**config.mk**
```make
export PLATFORM = sky130hd
export DESIGN_NAME = egrp_bank
export DESIGN_NICKNAME = d
export VERILOG_FILES = /design/src/rtl/egrp_pkg.sv /design/src/rtl/egrp_ctrl.sv /design/src/rtl/egrp_dp.sv /design/src/rtl/egrp_bank.sv
export SDC_FILE = /design/constraint.sdc
export NUM_CORES = 1
export LEC_CHECK = 0
export ABC_AREA = 1
export BUFFER_PORTS_ARGS = -buffer_cell sky130_fd_sc_hd__buf_4
export CAP_MARGIN = 0
export CORE_AREA = 2 2 133 135
export DETAILED_ROUTE_END_ITERATION = 16
export DIE_AREA = 0 0 135 137
export SYNTH_ARGS = -nofsm -noshare
export SYNTH_HDL_FRONTEND = slang
export SYNTH_SLANG_ARGS = --single-unit
```
**constraint.sdc**
```tcl
create_clock -name clk -period 2.9 [get_ports clk]
set_input_delay 0.145 -clock clk [delete_from_list [all_inputs] [get_ports clk]]
set_output_delay 0.145 -clock clk [all_outputs]
set_load 0.05 [all_outputs]
```
**src/rtl/egrp_pkg.sv**
```systemverilog
package egrp_pkg;

  parameter int unsigned REG_COUNT   = 2;
  parameter int unsigned REG_WIDTH   = 32;
  parameter int unsigned ADDR_WIDTH  = 12;
  parameter int unsigned FRAME_BASE  = 32'hD00;
  parameter int unsigned REG_STRIDE  = 4;
  parameter int unsigned FIRST_INDEX = 1;
  parameter int unsigned INT_COUNT   = REG_COUNT * REG_WIDTH;

  typedef enum logic [1:0] {
    GRP_SEC0 = 2'b00,
    GRP_NS1  = 2'b01,
    GRP_SEC1 = 2'b10
  } grpCode_e;

  // Strobes from control to datapath: one-hot word selects.
  typedef struct packed {
    logic [REG_COUNT-1:0] wrSel;
    logic [REG_COUNT-1:0] rdSel;
  } bankStrobe_t;

  function automatic grpCode_e classify(input logic modBit, input logic statBit);
    grpCode_e code;
    unique case ({modBit, statBit})
      2'b00:   code = GRP_SEC0;
      2'b10:   code = GRP_SEC1;
      default: code = GRP_NS1;   // 01 and reserved 11
    endcase
    return code;
  endfunction

endpackage

```
**src/rtl/egrp_ctrl.sv**
```systemverilog
module egrp_ctrl
  import egrp_pkg::*;
#(
  parameter int unsigned NUM_REGS = REG_COUNT,
  parameter int unsigned AW       = ADDR_WIDTH,
  parameter int unsigned BASE     = FRAME_BASE,
  parameter int unsigned STRIDE   = REG_STRIDE,
  parameter int unsigned FIRST    = FIRST_INDEX
) (
  input  logic [AW-1:0] busAddr,
  input  logic          busWe,
  input  logic          busRe,
  input  logic          busSecure,
  input  logic          secDisable,
  input  logic          affRouteEn,
  output bankStrobe_t   strobe
);

  logic                accessOk;
  logic [NUM_REGS-1:0] slotHit;

  // Access is honoured for secure masters, or for anyone when security is off,
  // and only while the modifier function is enabled.
  assign accessOk = (busSecure | secDisable) & affRouteEn;

  for (genvar i = 0; i < NUM_REGS; i++) begin : g_slot
    localparam logic [AW-1:0] SLOT_ADDR = AW'(BASE + STRIDE * (FIRST + i));
    assign slotHit[i] = (busAddr == SLOT_ADDR);
  end

  always_comb begin
    strobe       = '0;
    strobe.wrSel = slotHit & {NUM_REGS{busWe & accessOk}};
    strobe.rdSel = slotHit & {NUM_REGS{busRe & accessOk}};
  end

endmodule

```
**src/rtl/egrp_dp.sv**
```systemverilog
module egrp_dp
  import egrp_pkg::*;
#(
  parameter int unsigned NUM_REGS = REG_COUNT,
  parameter int unsigned W        = REG_WIDTH,
  localparam int unsigned NINT    = NUM_REGS * W
) (
  input  logic            clk,
  input  logic            rstN,
  input  bankStrobe_t     strobe,
  input  logic [W-1:0]    busWdata,
  input  logic            affRouteEn,
  input  logic [NINT-1:0] grpStatus,
  input  logic [NINT-1:0] implMask,
  output logic [W-1:0]    busRdata,
  output logic [2*NINT-1:0] grpCode
);

  logic [NINT-1:0] modBits;
  logic [NINT-1:0] effMod;

  // Storage: only implemented positions take the written value.
  always_ff @(posedge clk) begin
    if (!rstN) begin
      modBits <= '0;
    end else begin
      for (int i = 0; i < int'(NUM_REGS); i++) begin
        if (strobe.wrSel[i]) begin
          modBits[i*W +: W] <= (busWdata & implMask[i*W +: W])
                             | (modBits[i*W +: W] & ~implMask[i*W +: W]);
        end
      end
    end
  end

  // Read path: OR of selected words, unimplemented bits forced to zero.
  always_comb begin
    busRdata = '0;
    for (int i = 0; i < int'(NUM_REGS); i++) begin
      if (strobe.rdSel[i]) begin
        busRdata = busRdata | (modBits[i*W +: W] & implMask[i*W +: W]);
      end
    end
  end

  assign effMod = modBits & implMask & {NINT{affRouteEn}};

  for (genvar k = 0; k < int'(NINT); k++) begin : g_cls
    assign grpCode[2*k +: 2] = classify(effMod[k], grpStatus[k]);
  end

endmodule

```
**src/rtl/egrp_bank.sv**
```systemverilog
module egrp_bank
  import egrp_pkg::*;
(
  input  logic                   clk,
  input  logic                   rstN,
  input  logic [ADDR_WIDTH-1:0]  busAddr,
  input  logic [REG_WIDTH-1:0]   busWdata,
  input  logic                   busWe,
  input  logic                   busRe,
  input  logic                   busSecure,
  input  logic                   secDisable,
  input  logic                   affRouteEn,
  input  logic [INT_COUNT-1:0]   grpStatus,
  input  logic [INT_COUNT-1:0]   implMask,
  output logic [REG_WIDTH-1:0]   busRdata,
  output logic [2*INT_COUNT-1:0] grpCode
);

  bankStrobe_t strobe;

  egrp_ctrl u_ctrl (
    .busAddr    (busAddr),
    .busWe      (busWe),
    .busRe      (busRe),
    .busSecure  (busSecure),
    .secDisable (secDisable),
    .affRouteEn (affRouteEn),
    .strobe     (strobe)
  );

  egrp_dp u_dp (
    .clk        (clk),
    .rstN       (rstN),
    .strobe     (strobe),
    .busWdata   (busWdata),
    .affRouteEn (affRouteEn),
    .grpStatus  (grpStatus),
    .implMask   (implMask),
    .busRdata   (busRdata),
    .grpCode    (grpCode)
  );

endmodule

```
==> flow_metrics.tcl <==
set metrics [dict create \
    synth_xor_area_share_pct 0 \
    place_ws_ns 0.721 \
    io_pins 339 \
    timing.reg2reg.setup_slack_ns 2.23 \
    yosys.area_share.simple_pct 47.6 \
    timing.hold.ws_ns 0.0515 \
    rows 48 \
    worstSkewPairLatency_ns 0.32 \
    die_x_um 135 \
    num_antenna_cells 0 \
    antenna_found_initial 0 \
    maxCapViolCount 0 \
    path_clk_slew_ns 0.05 \
    nFillCells 1838 \
    setup_slack_ns 0.793 \
    cts_hold_buf 0 \
    synth.avg_cell_area_um2 5.76 \
    grt_usage_pct 17.8 \
    synthFlopType "dfxtp_1" \
    drive_gt1_share_pct 36.9 \
    grt.overflow.total 0 \
    hold_path_class "input port to register" \
    synth-adder-area-share_pct 0 \
    irDropWorstVdd_mv 0.236 \
    cts-buffers-inserted 9 \
    synth_nets 913 \
    drcViolationCount 0 \
    fin_nets 1169 \
    synth-seq-cells 64 \
    ys_seq_area_share_pct 30.3 \
    path_cells "buf_4 > nor2_1 > nor3b_1 > nand3_2 > buf_12 > o22ai_1 > buf_4" \
    worst_pin_slew_ns 0.708 \
    hp-start "busWdata[7]" \
    post_cts_buffers 0 \
    cts_root_buf "clkbuf_16" \
    core-area_um2 17100 \
    required_ns 2.76 \
    first_global_vias 5213 \
    synth_most_common_cell "nand2_1" \
    cp.arrival_ns 1.96 \
    synth.area.top_cells "dfxtp_1 30%, nand2_1 17%, nor2_1 12%, nand4_1 9.5%, nor3_1 7.6%" \
    crit_type "input port to output port" \
    fin_tns_setup_ns 0 \
    synth_top_family_by_area "simple AND/OR/NAND/NOR gates" \
    final_hold_viol_count 0 \
    finalSetupViolCount 0 \
    crit_fanout 18 \
    total_power_uw 2360 \
    synth_area_um2 4230 \
    dp_hpwl_um 13200 \
    wl_um 17200 \
    synth_edf_count 0 \
    synth_commonest_cells "197 x nand2_1, 133 x nor2_1, 75 x clkbuf_1" \
    slowest_delay_ns 0.50 \
    grt_max_degree 65 \
    vias 5503 \
    clock.fmax_mhz 475 \
    synth_compound_area_share_pct 4.73 \
    die_area_um2 18500 \
    firstDrtPassIters 4 \
    final.period_utilization_pct 72.7 \
    synthToLayoutAreaGrowth_pct 64.2 \
    port_buffers 338 \
    power.density_nw_per_um2 340 \
    wl_per_cell_um 14.2 \
    synthDistinctLibCells 17 \
    cts.sinks 64 \
    path_common_cell "buf_4" \
    clock_skew_ns 0 \
    rsz0062_at_grt "no" \
    start_kind "input port" \
    chipHeight_um 137 \
    ant_nets 0 \
    p_leak_uw 0.00347 \
    routed_via_density 4.52 \
    cp-end-kind "output port" \
    drv_slew 0 \
    async_flop_share_pct 0 \
    grt_pass1_wl_um 26100 \
    r2r_cells 4 \
    synth_top_cell_by_area "dfxtp_1" \
    status "finished clean" \
    clock_path_buffers 2 \
    initial_utilization_pct 24.8 \
    h-tree-depth 3 \
    synth_cells 734 \
    cts-resized-gates 0 \
    period_minus_slack_ns 2.11 \
    hold_path_depth 3 \
    cts_tree "done" \
    yosysWarnings 0 \
    dr.first_iter.drc_count 195 \
    globalplace.congestion 0.829 \
    synth_top_area_share_pct 30.3 \
    synthMuxAreaShare_pct 0 \
    final_core_util_pct 40.7 \
    maxSlewHeadroom_pct 52.8 \
    slowest_stage "nand3_2" \
]
==> logic make-up after synthesis <==
logic type	Yosys count
AOI/OAI and AO/OA	32
buffers and inverters	173
DFF	64
and+or+nand+nor	465
==> power breakdown <==
| part | internal (µW) | total (µW) | switching, µW |
|---|---|---|---|
| Sequential | 881 | 881 | 0.0201 |
| Combinational | 219 | 534 | 315 |
| Clock | 590 | 949 | 359 |
| Total | 1690 | 2360 | 674 |
==> metal layers <==
layer	track usage (%)	part of all wire, %
met3	3.63	7.9
met5	0	0
met2	32.0	50
met4	6.42	1.5
met1	21.0	41
==> worst max-delay path, delay by kind of cell <==
kind,cells,cell delay (ns)
compound gates,1,0.17
simple gates,3,0.98
buf+inv,3,0.65
==> layout by cell type, fill, tap and decap left out, drive strengths merged <==
cell,instances
buf,348
clkbuf,13
clkinv,1
dfxtp,64
inv,70
nand2,197
nand3,2
nand4,64
nor2,135
nor3,65
nor3b,1
o22ai,32
or2,1
==> layout make-up <==
| type | count | area [µm²] | area share (%) |
|---|---|---|---|
| repair buffers | 348 | 2630 | 37.8 |
| multi-input cells | 497 | 2240 | 32.2 |
| inverters | 70 | 263 | 3.78 |
| well taps | 225 | 282 | 4.05 |
| clock inverters | 1 | 5.00 | 0.0721 |
| clock buffers | 13 | 250 | 3.60 |
| flip-flops and latches | 64 | 1280 | 18.4 |
==> through the flow <==
stage	area, µm²	cells
global placement	6690	1204
detailed placement	6690	1204
floorplan	4230	734
CTS	6950	1218
global route	6950	1218
finish	6950	1218
==> worst max-delay path by stage <==
stage	start	end	slack [ns]	depth (start not counted)
floorplan	busAddr[1]	busRdata[10]	1.03	5
global placement	busSecure	busRdata[21]	0.84	7
detailed placement	busSecure	busRdata[21]	0.72	7
CTS	busSecure	busRdata[21]	0.74	7
global route	busSecure	busRdata[21]	0.64	7
finish	busSecure	busRdata[21]	0.79	7
Note: power is estimated with default switching activity, not from simulation.
